==> src/rtl/sp_pkg.sv <==
package sp_pkg;
  typedef enum logic [1:0] {
    M_IDLE  = 2'd0,
    M_CONV  = 2'd1,
    M_SLEEP = 2'd2,
    M_SHIFT = 2'd3
  } mode_e;
endpackage

==> src/rtl/sp_edge_sync.sv <==
module sp_edge_sync #(
  parameter int N      = 3,
  parameter int STAGES = 2
) (
  input  logic         clk_i,
  input  logic         rst_ni,
  input  logic [N-1:0] d_i,
  output logic [N-1:0] lvl_o,
  output logic [N-1:0] rise_o,
  output logic [N-1:0] fall_o
);
  for (genvar g = 0; g < N; g++) begin : g_bit
    logic [STAGES:0] pipe;
    always_ff @(posedge clk_i or negedge rst_ni) begin
      if (!rst_ni) pipe <= '0;
      else         pipe <= {pipe[STAGES-1:0], d_i[g]};
    end
    assign lvl_o[g]  = pipe[STAGES-1];
    assign rise_o[g] = pipe[STAGES-1] & ~pipe[STAGES];
    assign fall_o[g] = ~pipe[STAGES-1] & pipe[STAGES];
  end
endmodule

==> src/rtl/sp_mode_ctrl.sv <==
module sp_mode_ctrl
  import sp_pkg::*;
#(
  parameter int W = 12
) (
  input  logic         clk_i,
  input  logic         rst_ni,
  input  logic         conv_lvl_i,
  input  logic         conv_rise_i,
  input  logic         conv_fall_i,
  input  logic         done_i,
  input  logic [W-1:0] result_i,
  output logic         start_o,
  output logic         sleep_o,
  output logic         oe_o,
  output logic [W-1:0] res_o
);
  mode_e mode_q;
  logic  start_q;

  always_ff @(posedge clk_i or negedge rst_ni) begin
    if (!rst_ni) begin
      mode_q  <= M_IDLE;
      start_q <= 1'b0;
      res_o   <= '0;
    end else begin
      start_q <= conv_rise_i;
      if (conv_fall_i)      mode_q <= M_SHIFT;
      else if (conv_rise_i) mode_q <= M_CONV;
      else if (mode_q == M_CONV && done_i) begin
        mode_q <= M_SLEEP;  // convert line still high: power down
        res_o  <= result_i;
      end
    end
  end

  assign start_o = start_q;
  assign sleep_o = (mode_q == M_SLEEP);
  assign oe_o    = (mode_q == M_SHIFT);

  p_start_pulse_r1: assert property (@(posedge clk_i) disable iff (!rst_ni)
    start_o |=> !start_o);
  p_sleep_conv_r2: assert property (@(posedge clk_i) disable iff (!rst_ni)
    sleep_o |-> (conv_lvl_i || conv_fall_i));
  p_hiz_conv_r3: assert property (@(posedge clk_i) disable iff (!rst_ni)
    oe_o |-> (!conv_lvl_i || conv_rise_i));
endmodule

==> src/rtl/sp_shift_out.sv <==
module sp_shift_out #(
  parameter int W = 12
) (
  input  logic         clk_i,
  input  logic         rst_ni,
  input  logic         load_i,
  input  logic         shift_i,
  input  logic [W-1:0] data_i,
  output logic         bit_o
);
  localparam int CW = $clog2(W + 1);

  logic [W-1:0]  sh_q;
  logic [CW-1:0] sent_q;

  always_ff @(posedge clk_i or negedge rst_ni) begin
    if (!rst_ni) begin
      sh_q   <= '0;
      sent_q <= '0;
    end else if (load_i) begin
      sh_q   <= data_i;
      sent_q <= '0;
    end else if (shift_i) begin
      sh_q <= {sh_q[W-2:0], 1'b0};  // zero fill after LSB
      if (sent_q != CW'(W)) sent_q <= sent_q + 1'b1;
    end
  end

  assign bit_o = sh_q[W-1];

  p_zero_tail_r5: assert property (@(posedge clk_i) disable iff (!rst_ni)
    (sent_q == CW'(W)) |-> !bit_o);
endmodule

==> src/rtl/sp_cfg_capture.sv <==
module sp_cfg_capture #(
  parameter int CFG_W = 2
) (
  input  logic             clk_i,
  input  logic             rst_ni,
  input  logic             conv_rise_i,
  input  logic             conv_fall_i,
  input  logic             sck_rise_i,
  input  logic             sdi_i,
  output logic [CFG_W-1:0] cfg_o
);
  localparam int NW = $clog2(CFG_W + 1);

  logic [NW-1:0]    n_q;
  logic [CFG_W-1:0] shadow_q;

  always_ff @(posedge clk_i or negedge rst_ni) begin
    if (!rst_ni) begin
      n_q      <= '0;
      shadow_q <= '0;
      cfg_o    <= '0;
    end else begin
      if (conv_fall_i) n_q <= '0;
      else if (sck_rise_i && n_q != NW'(CFG_W)) begin
        shadow_q[CFG_W-1-int'(n_q)] <= sdi_i;  // first bit lands in MSB
        n_q <= n_q + 1'b1;
      end
      if (conv_rise_i && n_q == NW'(CFG_W)) cfg_o <= shadow_q;
    end
  end

  p_cfg_hold_r6: assert property (@(posedge clk_i) disable iff (!rst_ni)
    !conv_rise_i |=> $stable(cfg_o));
  p_short_frame_r8: assert property (@(posedge clk_i) disable iff (!rst_ni)
    (conv_rise_i && n_q != NW'(CFG_W)) |=> $stable(cfg_o));
endmodule

==> src/rtl/adc_serial_port.sv <==
module adc_serial_port #(
  parameter int RES_W  = 12,
  parameter int CFG_W  = 2,
  parameter int STAGES = 2
) (
  input  logic             clk_i,
  input  logic             rst_ni,
  input  logic             conv_i,
  input  logic             sck_i,
  input  logic             sdi_i,
  input  logic [RES_W-1:0] result_i,
  input  logic             done_i,
  output logic             start_o,
  output logic             sleep_o,
  output logic             sdo_o,
  output logic             sdo_oe_o,
  output logic [CFG_W-1:0] mux_cfg_o
);
  localparam int I_CONV = 0;
  localparam int I_SCK  = 1;
  localparam int I_SDI  = 2;

  logic [2:0]       lvl, rise, fall;
  logic [RES_W-1:0] res_q;
  logic             sh_bit;

  sp_edge_sync #(.N(3), .STAGES(STAGES)) u_sync (
    .clk_i, .rst_ni,
    .d_i   ({sdi_i, sck_i, conv_i}),
    .lvl_o (lvl),
    .rise_o(rise),
    .fall_o(fall)
  );

  sp_mode_ctrl #(.W(RES_W)) u_ctrl (
    .clk_i, .rst_ni,
    .conv_lvl_i (lvl[I_CONV]),
    .conv_rise_i(rise[I_CONV]),
    .conv_fall_i(fall[I_CONV]),
    .done_i,
    .result_i,
    .start_o,
    .sleep_o,
    .oe_o       (sdo_oe_o),
    .res_o      (res_q)
  );

  sp_shift_out #(.W(RES_W)) u_shift (
    .clk_i, .rst_ni,
    .load_i (fall[I_CONV]),
    .shift_i(fall[I_SCK] & ~lvl[I_CONV]),
    .data_i (res_q),
    .bit_o  (sh_bit)
  );

  sp_cfg_capture #(.CFG_W(CFG_W)) u_cfg (
    .clk_i, .rst_ni,
    .conv_rise_i(rise[I_CONV]),
    .conv_fall_i(fall[I_CONV]),
    .sck_rise_i (rise[I_SCK] & ~lvl[I_CONV]),
    .sdi_i      (lvl[I_SDI]),
    .cfg_o      (mux_cfg_o)
  );

  assign sdo_o = sh_bit & sdo_oe_o;

  p_sdo_quiet_r3: assert property (@(posedge clk_i) disable iff (!rst_ni)
    !sdo_oe_o |-> !sdo_o);
endmodule

==> config.mk <==
export PLATFORM = sky130hd
export DESIGN_NAME = adc_serial_port
export DESIGN_NICKNAME = d
export VERILOG_FILES = /design/src/rtl/sp_pkg.sv /design/src/rtl/sp_edge_sync.sv /design/src/rtl/sp_mode_ctrl.sv /design/src/rtl/sp_shift_out.sv /design/src/rtl/sp_cfg_capture.sv /design/src/rtl/adc_serial_port.sv
export SDC_FILE = /design/constraint.sdc
export NUM_CORES = 1
export LEC_CHECK = 0
export ABC_CLOCK_PERIOD_IN_PS = 1650
export CAP_MARGIN = 20
export CORE_MARGIN = 1.5
export CORE_UTILIZATION = 48
export DETAILED_ROUTE_END_ITERATION = 8
export PLACE_DENSITY_LB_ADDON = 0.1
export SYNTH_ARGS = -nofsm -noshare
export SYNTH_HDL_FRONTEND = slang
export SYNTH_SLANG_ARGS = --single-unit
==> constraint.sdc <==
create_clock -name clk_i -period 1.65 [get_ports clk_i]
set_input_delay 0.495 -clock clk_i [delete_from_list [all_inputs] [get_ports clk_i]]
set_output_delay 0.495 -clock clk_i [all_outputs]
set_load 0.05 [all_outputs]
# ---- Yosys cells after proc, flatten, opt, wreduce, memory -nomap -nowiden
# Cells that the tools add are included.
dict set report op_classes {
  n_reduce_logical 9
  n_bitwise 13
  eq_ne 5
  n_lt_le_gt_ge 2
  muxes 10
  add_sub_neg 2
}
# operator n
set op_table {}
lappend op_table {{32-bit by 1-bit greater-or-equal comparator with 1-bit output (second input constant)} 1}
lappend op_table {{32-bit by 3-bit less-than comparator with 1-bit output (second input constant)} 1}
lappend op_table {{12-bit two-way mux} 2}
lappend op_table {{2-bit two-way mux} 5}
lappend op_table {{1-bit bitwise AND} 7}
lappend op_table {{2-bit equality test (second input constant)} 3}
lappend op_table {{1-bit inverter} 6}
lappend op_table {{1-bit logical AND} 4}
lappend op_table {{2-bit nonzero test} 2}
lappend op_table {{3-bit AND reduction} 1}
lappend op_table {{3-bit nonzero test} 1}
lappend op_table {{1-bit by 2-bit subtractor with 3-bit output (first input constant)} 1}
lappend op_table {{2-bit by 1-bit adder with 2-bit output (second input constant)} 1}
lappend op_table {{2-bit bitwise mux} 1}
lappend op_table {{2-bit by 1-bit equality test with 1-bit output (second input constant)} 1}
lappend op_table {{2-bit inequality test (second input constant)} 1}
lappend op_table {{2-bit AND reduction} 1}
lappend op_table {{1-bit demux with 1-bit select} 1}
lappend op_table {{1-bit two-way mux} 1}
dict set report totals {
  wordCells 51
  regBits 41
  output_inout_bits 6
}

# ---- Depth between registers and ports, before layout
dict set report logic_depth {
  ltp_word 6
  ltp_mapped 6
  ltp_nobuf 5
}

# ---- By module
# From an unflattened synthesis, not the netlist that was laid out.
dict set report hier_totals {
  hier_cells 132
  area_unflattened_um2 1734.2
}
# mod instances area_each_um2 cells_each seq_area_each_um2
set by_module_without_submodules {}
lappend by_module_without_submodules {sp_mode_ctrl 1 584.3 36 375.4}
lappend by_module_without_submodules {sp_shift_out 1 546.8 51 300.3}
lappend by_module_without_submodules {sp_cfg_capture 1 299.0 24 150.1}
lappend by_module_without_submodules {sp_edge_sync 1 285.3 18 225.2}
lappend by_module_without_submodules {adc_serial_port 1 18.8 3 0.0}

# ---- Worst setup path before layout
# OpenSTA, ideal clock, no wires.
dict set report synth_timing {
  path_type {reg-to-output}
  from {register u_ctrl.mode_q[0]}
  to {output port sleep_o}
  t_arrival_ns 1.105
  required_time_ns 1.155
  path_stages_with_launch 2
  path_buffers 0
  slack_ns 0.050
  cell_sequence {dfrtp_1 > nor2b_1}
}
dict set report synth_between {
  elab_chain_cells 1
}
# item line_no
set synth_lines {}
lappend synth_lines {{start: declaration} sp_mode_ctrl.sv:18} ;# mode_e mode_q;
lappend synth_lines {{start signal: assignment} sp_mode_ctrl.sv:23} ;# mode_q <= M_IDLE;
lappend synth_lines {{start signal: assignment} sp_mode_ctrl.sv:28} ;# if (conv_fall_i) mode_q <= M_SHIFT;
lappend synth_lines {{start signal: assignment} sp_mode_ctrl.sv:29} ;# else if (conv_rise_i) mode_q <= M_CONV;
lappend synth_lines {{2-bit equality test} sp_mode_ctrl.sv:38} ;# assign sleep_o = (mode_q == M_SLEEP);
lappend synth_lines {{end: declaration} adc_serial_port.sv:14} ;# output logic sleep_o,
# Every way passes these cells.

# ---- Worst setup path after layout
dict set report layout_timing {
  from {register u_ctrl.mode_q[0]}
  to {output port sdo_oe_o}
}
dict set report layout_between {
  elab_chain_cells 1
}
# item line_no
set layout_lines {}
lappend layout_lines {{2-bit equality test} sp_mode_ctrl.sv:39} ;# assign oe_o = (mode_q == M_SHIFT);
lappend layout_lines {{end: declaration} adc_serial_port.sv:16} ;# output logic sdo_oe_o,
# Every way passes these cells.

==> run_summary.xml <==
<?xml version="1.0" encoding="UTF-8"?>
<metrics>
  <group name="run_status">
    <metric name="run_status" unit="">complete, but fails checks</metric>
    <metric name="violated_checks" unit="">setup timing</metric>
  </group>
  <group name="worst_setup_path">
    <metric name="crit_required" unit="ps">1150</metric>
    <metric name="critPathBufInv" unit="">1</metric>
    <metric name="crit_path_start_kind" unit="">flop</metric>
    <metric name="critical_path.max_fanout" unit="">5</metric>
    <metric name="critical_path.top_delay_family" unit="">flip-flops</metric>
    <metric name="slowest_delay" unit="ps">440</metric>
    <metric name="worstSetupEndpointType" unit="">output pin</metric>
    <metric name="sequence_of_cells_on_the_critical_path" unit="">and2_1, buf_12</metric>
    <metric name="crit_path_arrival_time" unit="ps">1160</metric>
    <metric name="critical-path-slowest-cell" unit="">sky130_fd_sc_hd__dfrtp_1</metric>
    <metric name="path_class" unit="">reg2out</metric>
  </group>
  <group name="yosys">
    <metric name="yosys.cell_types.count" unit="">23</metric>
    <metric name="post_synth_xor_area_fraction" unit="%">0.513</metric>
    <metric name="syn_avg_cell_area" unit="um2">12.0</metric>
    <metric name="post_synth_fa_ha_maj_area_fraction" unit="%">4.40</metric>
    <metric name="mappedNetlistNets" unit="">166</metric>
    <metric name="synth-compound-area-share" unit="%">8.06</metric>
    <metric name="synth_top_family_by_area" unit="">simple AND/OR/NAND/NOR gates</metric>
    <metric name="postSynthRegisterBits" unit="">41</metric>
    <metric name="synth_simple_gate_area_share" unit="%">13.1</metric>
    <metric name="seq_area_frac_synth" unit="%">60.1</metric>
    <metric name="portion_of_netlist_area_occupied_by_mux_cells" unit="%">11.1</metric>
    <metric name="synth_enable_flop_cells" unit="">0</metric>
    <metric name="synth_area" unit="mm2">0.00171</metric>
    <metric name="synthesis.yosys.warnings" unit="">0</metric>
    <metric name="fraction_of_synthesis_flops_using_an_asynchronous_set_or_reset_pin" unit="%">100</metric>
    <metric name="synth_flop_cell" unit="">sky130_fd_sc_hd__dfrtp_1</metric>
    <metric name="postSynthCellCount" unit="">142</metric>
  </group>
  <group name="drt">
    <metric name="vias" unit="">1107</metric>
    <metric name="postRouteAntennaNets" unit="">0</metric>
    <metric name="detail_route.wl_per_cell" unit="um">12.5</metric>
    <metric name="finalWirelength" unit="um">2770</metric>
    <metric name="drt_iter0_drc" unit="">40</metric>
    <metric name="drcViolationCount" unit="">0</metric>
    <metric name="avgViaCountPerCell" unit="">5.01</metric>
    <metric name="firstDrtPassIters" unit="">4</metric>
  </group>
  <group name="timing">
    <metric name="final_period_minus_worst_setup_slack" unit="ps">1650</metric>
    <metric name="finalHoldViolations" unit="">0</metric>
    <metric name="whs" unit="ps">102</metric>
    <metric name="maxClockFrequency" unit="GHz">0.605</metric>
    <metric name="finalMaxSlewViolations" unit="">0</metric>
    <metric name="setup-violations-final" unit="">1</metric>
    <metric name="grt_setup_unrepaired" unit="">true</metric>
    <metric name="fin_crit_sh" unit="%">100</metric>
    <metric name="timing_worst_slew_pin_value" unit="ps">261</metric>
    <metric name="timing.max_slew.rel_slack" unit="%">82.6</metric>
    <metric name="setup_tns" unit="ps">-3.43</metric>
    <metric name="post-route-worst-setup-slack" unit="ps">-3.43</metric>
    <metric name="final.setup_skew" unit="ps">8.27</metric>
  </group>
  <group name="cts">
    <metric name="holdBufCountCts" unit="">0</metric>
    <metric name="cts_buffer_depth" unit="">2</metric>
    <metric name="tritoncts_num_sinks" unit="">41</metric>
    <metric name="clock_latency" unit="ps">340</metric>
    <metric name="ctsHtreeMaxLevel" unit="">2</metric>
    <metric name="path_clk_slew" unit="ps">110</metric>
    <metric name="cts_tree" unit="">yes</metric>
    <metric name="cts_inserted_buffers" unit="">5</metric>
    <metric name="root_buffer" unit="">sky130_fd_sc_hd__clkbuf_4</metric>
  </group>
  <group name="final_layout">
    <metric name="post_route_cells_drive_above_1_share" unit="%">23.4</metric>
    <metric name="finish.utilization" unit="%">64.9</metric>
    <metric name="final_common_cell" unit="">sky130_fd_sc_hd__dfrtp_1</metric>
    <metric name="finalInstanceArea" unit="mm2">0.00218</metric>
    <metric name="final_cell_count_no_fill" unit="">221</metric>
    <metric name="layout_common_cells" unit="">sky130_fd_sc_hd__dfrtp_1 (41), sky130_fd_sc_hd__a21oi_1 (24), sky130_fd_sc_hd__clkdlybuf4s50_1 (16)</metric>
    <metric name="syn_to_final_growth" unit="%">27.9</metric>
    <metric name="antenna_cells_inserted" unit="">0</metric>
    <metric name="finalNetCount" unit="">199</metric>
  </group>
  <group name="global_routing">
    <metric name="grt_usage" unit="%">16.5</metric>
    <metric name="global_route_wire_length_before_repair" unit="um">5000</metric>
    <metric name="via_count_of_the_first_global_routing_pass" unit="">1174</metric>
    <metric name="gr-total-overflow" unit="">0</metric>
    <metric name="maximum_number_of_pins_on_one_net_before_global_route_repair" unit="">42</metric>
    <metric name="initial_antenna_violation_count" unit="">0</metric>
  </group>
  <group name="floorplanning">
    <metric name="core" unit="mm2">0.00336</metric>
    <metric name="floorplan.die_area" unit="mm2">0.00392</metric>
    <metric name="placementRows" unit="">21</metric>
    <metric name="initial_standard_cell_utilization_of_the_core" unit="%">50.7</metric>
    <metric name="floorplan.io_pins" unit="">24</metric>
    <metric name="die_height" unit="um">62.6</metric>
    <metric name="floorplan_die_width" unit="um">62.6</metric>
  </group>
  <group name="power_and_ir_drop">
    <metric name="netSwitchingPower" unit="uW">797</metric>
    <metric name="worst_vdd_rail_ir_drop" unit="V">0.000518</metric>
    <metric name="internal-power" unit="mW">1.91</metric>
    <metric name="p_leak" unit="nW">0.982</metric>
    <metric name="seq_power_share" unit="%">54.2</metric>
    <metric name="power.density_cell_area" unit="mW/mm2">1240</metric>
    <metric name="comb_power_share" unit="%">27.1</metric>
    <metric name="power.switching_fraction" unit="%">29.5</metric>
    <metric name="clock_power_share" unit="%">18.7</metric>
    <metric name="finalPower" unit="mW">2.70</metric>
  </group>
  <group name="place">
    <metric name="place_inst" unit="">211</metric>
    <metric name="port_buffers" unit="">23</metric>
    <metric name="place_area" unit="mm2">0.00209</metric>
    <metric name="dpl.hpwl" unit="um">1880</metric>
    <metric name="gp_congestion" unit="">0.719</metric>
    <metric name="dp_slack" unit="ps">-113</metric>
  </group>
  <group name="run">
    <metric name="max_cap_viol_count" unit="">0</metric>
  </group>
  <group name="min_path">
    <metric name="min-delay-path-class" unit="">in2async</metric>
  </group>
</metrics>
## Yosys cell counts, types with 2 or more instances
cell type	instances	share of area, %
sky130_fd_sc_hd__nand3b_1	2	0.88
sky130_fd_sc_hd__clkbuf_1	3	0.66
sky130_fd_sc_hd__mux2_1	2	1.3
sky130_fd_sc_hd__nand2_1	15	3.3
sky130_fd_sc_hd__ha_1	6	4.4
sky130_fd_sc_hd__a21oi_1	24	7.0
sky130_fd_sc_hd__mux2_2	14	9.2
sky130_fd_sc_hd__dfrtp_1	41	60
sky130_fd_sc_hd__nor2b_1	12	4.4
sky130_fd_sc_hd__inv_1	5	1.1
sky130_fd_sc_hd__buf_2	3	0.88
sky130_fd_sc_hd__o21ai_0	2	0.59
sky130_fd_sc_hd__nor2_1	3	0.66
## cell families (layout without fill, tap and decap cells)
kind of cell / after synthesis / count (layout)
AOI/OAI and AO/OA: 27 / 27
xor gates and xnor gates: 1 / 1
adders and majority gates: 6 / 6
buffers and inverters: 11 / 44
DFF: 41 / 41
muxes: 17 / 17
and+or+nand+nor: 39 / 39
## layout make-up
type                    count  area, um2
repair buffers             32        378
clock inverters             1       7.51
well taps                  46       57.6
multi-input cells          90        643
inverters                   5       18.8
flip-flops and latches     41       1030
fillers                   293       1180
clock buffers               6       51.3
## worst reg2reg max path: stages (launching register included)
cell and delay, ps:
sky130_fd_sc_hd__dfrtp_1 440, sky130_fd_sc_hd__buf_4 170, sky130_fd_sc_hd__inv_1 50, sky130_fd_sc_hd__ha_1 240, sky130_fd_sc_hd__buf_4 280, sky130_fd_sc_hd__nor2b_1 190
sky130_fd_sc_hd__a21oi_1 60
## power by group through the flow
| stage | Sequential [mW] | Combinational [mW] | Clock (mW) |
|---|---|---|---|
| floorplan | 1.49 | 0.392 | 0 |
| global placement | 1.46 | 0.685 | 0 |
| detailed placement | 1.48 | 0.716 | 0 |
| CTS | 1.46 | 0.726 | 0.530 |
| global route | 1.50 | 0.809 | 0.577 |
| finish | 1.46 | 0.732 | 0.507 |
## per-layer routing
layer | track usage (%) | vias to the layer above | share of wire (%)
li1 | - | 538 | -
met1 | 19.9 | 535 | 42
met2 | 27.6 | 28 | 50
met3 | 5.23 | 6 | 5.6
met4 | 6.67 | 0 | 1.5
met5 | 0 | - | 0
## path summary, 6_finish.rpt
path / from / to / slack, ps / depth (start not counted)
setup / recovery: u_ctrl.mode_q[0] / sdo_oe_o / -3 / 2
setup reg to reg: u_sync.g_bit[0].pipe[1] / u_shift.sh_q[2] / 130 / 6
hold / removal: rst_ni / u_ctrl.start_o / 100 / 2
max in group asynchronous: rst_ni / u_shift.sh_q[2] / 1350 / 2
hold reg to reg: u_sync.g_bit[2].pipe[0] / u_sync.g_bit[2].pipe[1] / 360 / 0
min in group clk_i: u_sync.g_bit[2].pipe[0] / u_sync.g_bit[2].pipe[1] / 360 / 0
## state kept, by name, summed over array words and instances (netlist names)
signal and flops:
u_cfg.n_q 2, u_ctrl.start_o 1, u_cfg.cfg_o 2, u_cfg.shadow_q 2
u_ctrl.res_o 12, u_ctrl.mode_q 2, u_sync.g_bit.pipe 8, u_shift.sh_q 12
## what timing repair did
| action | CTS | global route |
|---|---|---|
| setup endpoints to repair | 3 | 3 |
| resized for setup | 1 | 1 |
| buffers inserted | 1 | 2 |
(Power assumes the default switching activity.)
